[config.mk]
export PLATFORM = sky130hd
export DESIGN_NAME = host_sig_ctrl
export DESIGN_NICKNAME = d
export VERILOG_FILES = /design/src/rtl/hbc_pkg.sv /design/src/rtl/hbc_l1_timer.sv /design/src/rtl/hbc_ctrl.sv /design/src/rtl/hbc_regs.sv /design/src/rtl/host_sig_ctrl.sv
export SDC_FILE = /design/constraint.sdc
export NUM_CORES = 1
export LEC_CHECK = 0
export ABC_AREA = 1
export CAP_MARGIN = 20
export CORE_ASPECT_RATIO = 1.25
export CORE_MARGIN = 1.5
export CORE_UTILIZATION = 44
export CTS_BUF_LIST = sky130_fd_sc_hd__clkbuf_8
export DETAILED_ROUTE_END_ITERATION = 6
export HOLD_SLACK_MARGIN = 0.12
export PLACE_DENSITY = 0.79
export SYNTH_ARGS = -nofsm -noshare
export SYNTH_HDL_FRONTEND = slang
export SYNTH_SLANG_ARGS = --single-unit
[constraint.sdc]
create_clock -name clk -period 1.67 [get_ports clk]
set_input_delay 0.334 -clock clk [delete_from_list [all_inputs] [get_ports clk]]
set_output_delay 0.334 -clock clk [all_outputs]
set_load 0.01 [all_outputs]
[src/rtl/hbc_pkg.sv]
package hbc_pkg;
  localparam int REG_W = 16;

  // bit positions that software relies on
  localparam int BIT_L1   = 11;
  localparam int BIT_VBUS = 10;
  localparam int BIT_RST  = 9;
  localparam int BIT_SOF  = 8;
  localparam int BIT_TK   = 6;
  localparam int BIT_TJ   = 5;
  localparam int BIT_AR   = 4;
  localparam int BIT_SPD  = 2;
  localparam int BIT_RES  = 1;

  // plain read/write fields stored straight from the write data
  localparam logic [REG_W-1:0] PLAIN_MASK =
      (REG_W'(1) << BIT_VBUS) | (REG_W'(1) << BIT_TK) | (REG_W'(1) << BIT_TJ) |
      (REG_W'(1) << BIT_AR) | (REG_W'(3) << BIT_SPD);

  typedef enum logic [1:0] {
    SPD_NORMAL = 2'd0,
    SPD_RSVD_A = 2'd1,
    SPD_RSVD_B = 2'd2,
    SPD_FULL   = 2'd3
  } speed_e;

  // strobes from control to register datapath
  typedef struct packed {
    logic setRst;
    logic clrRst;
    logic setRes;
    logic clrRes;
    logic setL1;
    logic clrL1;
    logic setSof;
    logic wrFields;
  } strobe_t;
endpackage

[src/rtl/hbc_l1_timer.sv]
module hbc_l1_timer #(
  parameter int BESL_W = 4,
  parameter int UNIT   = 64
) (
  input  logic              clk,
  input  logic              rstN,
  input  logic              start,
  input  logic              active,
  input  logic [BESL_W-1:0] besl,
  output logic              done
);
  localparam int MAX_CYC = (2 ** BESL_W) * UNIT;
  localparam int CNT_W   = $clog2(MAX_CYC);

  logic [CNT_W-1:0] cnt;
  logic [CNT_W-1:0] lastCnt;

  assign done = active && (cnt == lastCnt);

  always_ff @(posedge clk) begin
    if (!rstN) begin
      cnt     <= '0;
      lastCnt <= '0;
    end else begin
      if (start) lastCnt <= CNT_W'((int'(besl) + 1) * UNIT - 1);
      if (!active)   cnt <= '0;
      else if (!done) cnt <= cnt + 1'b1;
    end
  end
endmodule

[src/rtl/hbc_ctrl.sv]
module hbc_ctrl
  import hbc_pkg::*;
(
  input  logic    wrHit,
  input  logic    wrRstBit,
  input  logic    wrResBit,
  input  logic    wrL1Bit,
  input  logic    curRst,
  input  logic    curSof,
  input  logic    resetDone,
  input  logic    resumeDone,
  input  logic    disconnect,
  input  logic    dnResumeDone,
  input  logic    l1Done,
  output strobe_t stb
);
  logic rstPending;

  // a reset already held, or one being requested in this cycle
  assign rstPending = curRst || (wrHit && wrRstBit);

  always_comb begin
    stb          = '0;
    stb.wrFields = wrHit;
    stb.setRst   = wrHit && wrRstBit;
    stb.clrRst   = resetDone || disconnect;
    stb.setRes   = wrHit && wrResBit;
    stb.clrRes   = resumeDone || rstPending;
    stb.setL1    = wrHit && wrL1Bit && curSof;
    stb.clrL1    = l1Done || rstPending;
    stb.setSof   = resetDone || dnResumeDone || l1Done;
  end
endmodule

[src/rtl/hbc_regs.sv]
module hbc_regs
  import hbc_pkg::*;
(
  input  logic             clk,
  input  logic             rstN,
  input  strobe_t          stb,
  input  logic [REG_W-1:0] wrData,
  output logic [REG_W-1:0] regVal,
  output logic             rstQ,
  output logic             resQ,
  output logic             l1Q,
  output logic             sofQ
);
  logic [REG_W-1:0] plainQ;

  always_ff @(posedge clk) begin
    if (!rstN) begin
      plainQ <= '0;
      rstQ   <= 1'b0;
      resQ   <= 1'b0;
      l1Q    <= 1'b0;
      sofQ   <= 1'b0;
    end else begin
      if (stb.wrFields) plainQ <= wrData & PLAIN_MASK;

      if (stb.clrRst)      rstQ <= 1'b0;
      else if (stb.setRst) rstQ <= 1'b1;

      if (stb.clrRes)      resQ <= 1'b0;
      else if (stb.setRes) resQ <= 1'b1;

      if (stb.clrL1)       l1Q <= 1'b0;
      else if (stb.setL1)  l1Q <= 1'b1;

      if (stb.setSof)        sofQ <= 1'b1;
      else if (stb.wrFields) sofQ <= wrData[BIT_SOF];
    end
  end

  always_comb begin
    regVal          = plainQ;
    regVal[BIT_L1]  = l1Q;
    regVal[BIT_RST] = rstQ;
    regVal[BIT_SOF] = sofQ;
    regVal[BIT_RES] = resQ;
  end
endmodule

[src/rtl/host_sig_ctrl.sv]
module host_sig_ctrl
  import hbc_pkg::*;
#(
  parameter int                ADDR_W     = 8,
  parameter logic [ADDR_W-1:0] REG_OFFSET = ADDR_W'(8'h08),
  parameter int                BESL_W     = 4,
  parameter int                L1_UNIT    = 64
) (
  input  logic              clk,
  input  logic              rstN,
  input  logic              wrEn,
  input  logic [ADDR_W-1:0] addr,
  input  logic [REG_W-1:0]  wrData,
  output logic [REG_W-1:0]  rdData,
  input  logic [BESL_W-1:0] besl,
  input  logic              hostConfigured,
  input  logic              hostEnabled,
  input  logic              resetDone,
  input  logic              resumeDone,
  input  logic              disconnect,
  input  logic              dnResumeDone,
  output logic              busResetReq,
  output logic              resumeReq,
  output logic              l1ResumeReq,
  output logic              sofEn,
  output logic              testJOut,
  output logic              testKOut,
  output logic              autoResumeEn,
  output logic              forceFullSpeed,
  output logic              hostRun
);
  logic             addrHit;
  logic             wrHit;
  logic             l1Done;
  logic             rstQ, resQ, l1Q, sofQ;
  logic [REG_W-1:0] regVal;
  strobe_t          stb;
  speed_e           speed;

  assign addrHit = (addr == REG_OFFSET);
  assign wrHit   = wrEn && addrHit;

  hbc_ctrl u_ctrl (
    .wrHit       (wrHit),
    .wrRstBit    (wrData[BIT_RST]),
    .wrResBit    (wrData[BIT_RES]),
    .wrL1Bit     (wrData[BIT_L1]),
    .curRst      (rstQ),
    .curSof      (sofQ),
    .resetDone   (resetDone),
    .resumeDone  (resumeDone),
    .disconnect  (disconnect),
    .dnResumeDone(dnResumeDone),
    .l1Done      (l1Done),
    .stb         (stb)
  );

  hbc_regs u_regs (
    .clk   (clk),
    .rstN  (rstN),
    .stb   (stb),
    .wrData(wrData),
    .regVal(regVal),
    .rstQ  (rstQ),
    .resQ  (resQ),
    .l1Q   (l1Q),
    .sofQ  (sofQ)
  );

  hbc_l1_timer #(.BESL_W(BESL_W), .UNIT(L1_UNIT)) u_timer (
    .clk   (clk),
    .rstN  (rstN),
    .start (stb.setL1 && !stb.clrL1 && !l1Q),
    .active(l1Q),
    .besl  (besl),
    .done  (l1Done)
  );

  assign speed          = speed_e'(regVal[BIT_SPD +: 2]);
  assign rdData         = addrHit ? regVal : '0;
  assign busResetReq    = rstQ;
  assign resumeReq      = resQ;
  assign l1ResumeReq    = l1Q;
  assign sofEn          = sofQ;
  assign testJOut       = regVal[BIT_TJ];
  assign testKOut       = regVal[BIT_TK] && !regVal[BIT_TJ];
  assign autoResumeEn   = regVal[BIT_AR];
  assign forceFullSpeed = (speed == SPD_FULL);
  assign hostRun        = regVal[BIT_VBUS] && hostConfigured && hostEnabled;
endmodule

# --- Word-level counts from Yosys, hierarchy flattened ---
# Index checks and enable logic that the tools add are counted.
# Widths: inputs -> output; s select.
word_totals:
  regBits: 30
classes:
  n_addsub: 3
  eq_ne: 3
  muxes: 3
  n_bitwise: 1
  n_reduce_logical: 25
ops:
  columns: ["op", "n"]
  rows:
  - ["$mux 12", 1]
  - ["$logic_and 1x1->1", 11]
  - ["$add 10x1->10 const B", 1]
  - ["$eq 10x10->1", 1]
  - ["$sub 10x2->10 const B", 1]
  - ["$eq 8x4->1 const B", 1]
  - ["$logic_or 1x1->1", 6]
  - ["$reduce_or 2->1", 3]
  - ["$add 4x1->4 const B", 1]
  - ["$logic_not 1->1", 3]
  - ["$eq 2x2->1 const B", 1]
  - ["$mux 1", 2]
  - ["$reduce_and 2->1", 1]
  - ["$reduce_bool 2->1", 1]
  - ["$not 1->1", 1]

# --- Longest topological paths before layout ---
depth:
  depth_word: 8
  mapped_depth: 11

# --- By module ---
# Synthesis repeated with hierarchy kept, for this count alone.
unflattened:
  hier_cells: 277
  hier_area_um2: 1672.9
modules_own_cells:
  columns: ["module", "n_inst", "cells_each", "area_per_inst_um2"]
  rows:
  - ["hbc_l1_timer", 1, 153, 935.9]
  - ["hbc_regs", 1, 54, 414.1]
  - ["host_sig_ctrl", 1, 54, 254.0]
  - ["hbc_ctrl", 1, 16, 68.8]

# --- Worst setup path after synthesis ---
# Ideal clock, no wire load.
synth_path:
  kind: "input to output"
  from: "input port addr[7]"
  to: "output port rdData[10]"
  arrival_ns: 1.068
  path_slack_ns: 0.268
  stages: 5
  n_path_buf: 0
  path_cell_list: "nor2_1 nand2_1 nor2_2 clkinv_1 nor2_1"
synth_via:
  elab_chain_len: 2
synth_lines:
  columns: ["element", "line_no", "text"]
  rows:
  - ["start, declared", "host_sig_ctrl.sv:12", "input logic [ADDR_W-1:0] addr,"]
  - ["$eq 8x4->1", "host_sig_ctrl.sv:40", "assign addrHit = (addr == REG_OFFSET);"]
  - ["$mux 12", "host_sig_ctrl.sv:80", "assign rdData = addrHit ? regVal : '0;"]
  - ["end, declared", "host_sig_ctrl.sv:14", "output logic [REG_W-1:0] rdData,"]
# Every way passes these cells.

# --- Worst setup path after layout ---
layout_path:
  from: "register u_regs.sofQ"
  to: "output port sofEn"
layout_rtl:
  columns: ["element", "line_no", "text"]
  rows:
  - ["start, declared", "hbc_regs.sv:12", "output logic sofQ"]
  - ["start signal, assigned", "hbc_regs.sv:36", "else if (stb.wrFields) sofQ <= wrData[BIT_SOF];"]
  - ["end, declared", "host_sig_ctrl.sv:25", "output logic sofEn,"]
# No word-level cell between the ends.

==> results_dict.tcl <==
set metrics [dict create \
    status "completed" \
    path_buf_inv 1 \
    clk_latency_ps 270 \
    required_ps 1340 \
    fmaxAchievable_mhz 621 \
    die_y_um 68.4 \
    placed_area_um2 2070 \
    nNetsFinal 339 \
    critPathLaunchType "register" \
    crit_chain "clkdlybuf4s50_1" \
    end_kind "output port" \
    cts_buffers 3 \
    slew_violations 0 \
    hpwl_mm 2.70 \
    place_ws_ps -624 \
    synthDistinctLibCells 28 \
    insertedDiodeCount 0 \
    hp-class "reg2reg" \
    drt_iter0_markers 37 \
    syn_area_um2 1500 \
    syn_inst 233 \
    cts_tree "done" \
    synth_warnings 0 \
    seq_power_share_pct 55.7 \
    wl_per_cell_um 11.2 \
    p_comb_share_pct 12.2 \
    pwr-share-clk_pct 32.2 \
    areaGrowthSynthToFinish_pct 45.2 \
    die_w_um 55.3 \
    ys_ff_latch 25 \
    cts_hold_buf 0 \
    clkSinkCount 25 \
    maxCapViolCount 0 \
    clk_path_buf_depth 2 \
    dieArea_um2 3780 \
    fin_crit_sh_pct 96.4 \
    timing.final.crit_period_ps 1610 \
    cts_htree_levels 1 \
    setup_viol 0 \
    grt_first_pass_wirelength_mm 6.04 \
    layout_commonest_cell "nand2_1" \
    drc 0 \
    drive_above_1_share_pct 22.1 \
    crit_family "buffers and inverters" \
    grt_pass1_vias 1506 \
    avgSynthCellArea_um2 6.45 \
    hold_viol 0 \
    net-switching-power_mw 0.238 \
    place_congestion 0.829 \
    fin_skew_ps 0.739 \
    path_class "reg2out" \
    p_sw_share_pct 22.1 \
    clk_pin_slew_ps 80 \
    postRouteAntennaNets 0 \
    ctsRootBufferMaster "clkbuf_8" \
    worstPathMaxFanout 4 \
    rsz0062_at_grt "false" \
    core-area_um2 3220 \
    p_leak_nw 0.928 \
    layout_common_cells "53 x nand2_1, 29 x inv_1, 29 x nor2_1" \
    rows 23 \
    seq_area_frac_synth_pct 33.3 \
    io_buffers 49 \
    track_usage_pct 19.8 \
    ir_drop_uv 376 \
    vias 1647 \
    drt-total-wl_mm 3.75 \
    stdcell_area_um2 2180 \
    slowest_delay_ps 570 \
    grt_max_degree 18 \
    cpMaxStageDelayCell "clkdlybuf4s50_1" \
    p_per_area_nw_per_um2 494 \
    fin_ws_ps 60.2 \
    holdWs_ps 486 \
    start_util_pct 46.7 \
    dr.pass1.iters 4 \
    cp_data_arrival_time_ps 1280 \
    p_int_mw 0.840 \
    io_pins 62 \
    grt_overflow 0 \
    viasPerCell 4.90 \
    antenna_found_initial 0 \
]
==> tightest hold or removal path: cells and delay by family, from the launching register on <==
kind	cells	cell delay [ps]
flip-flops	1	320
buffers and inverters	1	70
AO/OA/AOI/OAI	1	60
==> metrics by stage <==
step / TNS (ps) / std cells / power, mW / util (%)
after CTS: 0 / 331 / 1.08 / 64.4
after global placement: -7110 / 325 / 0.746 / 64.1
after detailed placement: -7140 / 325 / 0.748 / 64.1
after floorplan: 0 / 238 / 0.665 / -
after global routing: 0 / 336 / 1.12 / 67.7
final: 0 / 336 / 1.08 / 67.7
==> synthesized netlist by cell type <==
cell type / n / share of area, %
nand2_1: 53 / 13
nand2_2: 2 / 0.83
a41oi_2: 1 / 1.1
and3_1: 2 / 0.83
nand4_1: 3 / 1.2
xnor2_1: 1 / 0.58
nand3_4: 2 / 2.3
clkinv_1: 1 / 0.25
or2_0: 1 / 0.42
conb_1: 1 / 0.25
nand3_1: 15 / 5.0
buf_4: 6 / 3.0
dfxtp_1: 25 / 33
buf_6: 1 / 0.75
a21oi_1: 19 / 6.3
inv_2: 3 / 0.75
nor2_1: 41 / 10
nor4_1: 2 / 0.83
xor2_1: 4 / 2.3
nor3_1: 5 / 1.7
nor2_4: 2 / 1.5
clkbuf_1: 1 / 0.25
o21ai_0: 6 / 2.0
ha_1: 2 / 1.7
o21ai_1: 2 / 0.67
inv_1: 28 / 7.0
a211oi_1: 1 / 0.50
nor2_2: 3 / 1.2
==> what timing repair did <==
| action | CTS | global route |
|---|---|---|
| cloned | 0 | 1 |
| pin swaps | 8 | 13 |
| setup buffers | 2 | 4 |
| resized for setup | 54 | 42 |
| endpoints found under the setup margin | 11 | 17 |
==> power groups by stage <==
stage	Combinational [mW]	Sequential [mW]	Clock (mW)
2_1_floorplan	0.0504	0.614	0
3_3_place_gp	0.133	0.614	0
3_5_place_dp	0.135	0.614	0
4_1_cts	0.130	0.600	0.350
5_1_grt	0.143	0.601	0.380
6_report	0.131	0.600	0.347
==> kinds of logic after synthesis <==
kind of cell / after synthesis / share of synthesized area [%]
AO/OA/AOI/OAI: 29 / 10.6
XOR/XNOR: 5 / 2.91
adder cells (fa/ha/maj): 2 / 1.66
buffers and inverters: 40 / 12.0
flip-flops: 25 / 33.3
other: 1 / 0.249
AND/OR/NAND/NOR: 131 / 39.4
==> path summary, 6_finish.rpt <==
kind / start / endpoint / slack [ps] / depth (start not counted)
worst min-delay path: u_regs.plainQ[3] / u_regs.plainQ[3] / 490 / 2
worst min register to register: u_regs.plainQ[3] / u_regs.plainQ[3] / 490 / 2
worst max register to register: u_timer.cnt[4] / u_timer.cnt[6] / 120 / 8
worst max-delay path: u_regs.sofQ / sofEn / 60 / 1
==> registers in the layout, summed over array words and instances, names as in the netlist <==
| signal | flops |
|---|---|
| u_timer.cnt | 10 |
| u_regs.sofQ | 1 |
| u_regs.rstQ | 1 |
| u_regs.resQ | 1 |
| u_regs.l1Q | 1 |
| u_regs.plainQ | 6 |
| u_timer.lastCnt | 5 |
==> area by class of cell <==
type	count	area [um^2]
clock buffer	3	41.3
tap	37	46.3
fill	288	1040
inverter	32	121
clock inverter	1	3.75
timing repair buffer	64	533
sequential	25	503
multi-input combinational	174	935
==> layer usage <==
layer  share of wire [%]  wire length (um)  GRT usage (%)  vias to the layer above
met1                  41              1550           20.6                      715
li1                    -                 -              -                      857
met4                 2.5                93           10.4                        0
met3                 7.0               261           5.29                       11
met5                   0                 0              0                        -
met2                  49              1850           36.8                       64
Note: power is estimated with default switching activity, not from simulation.
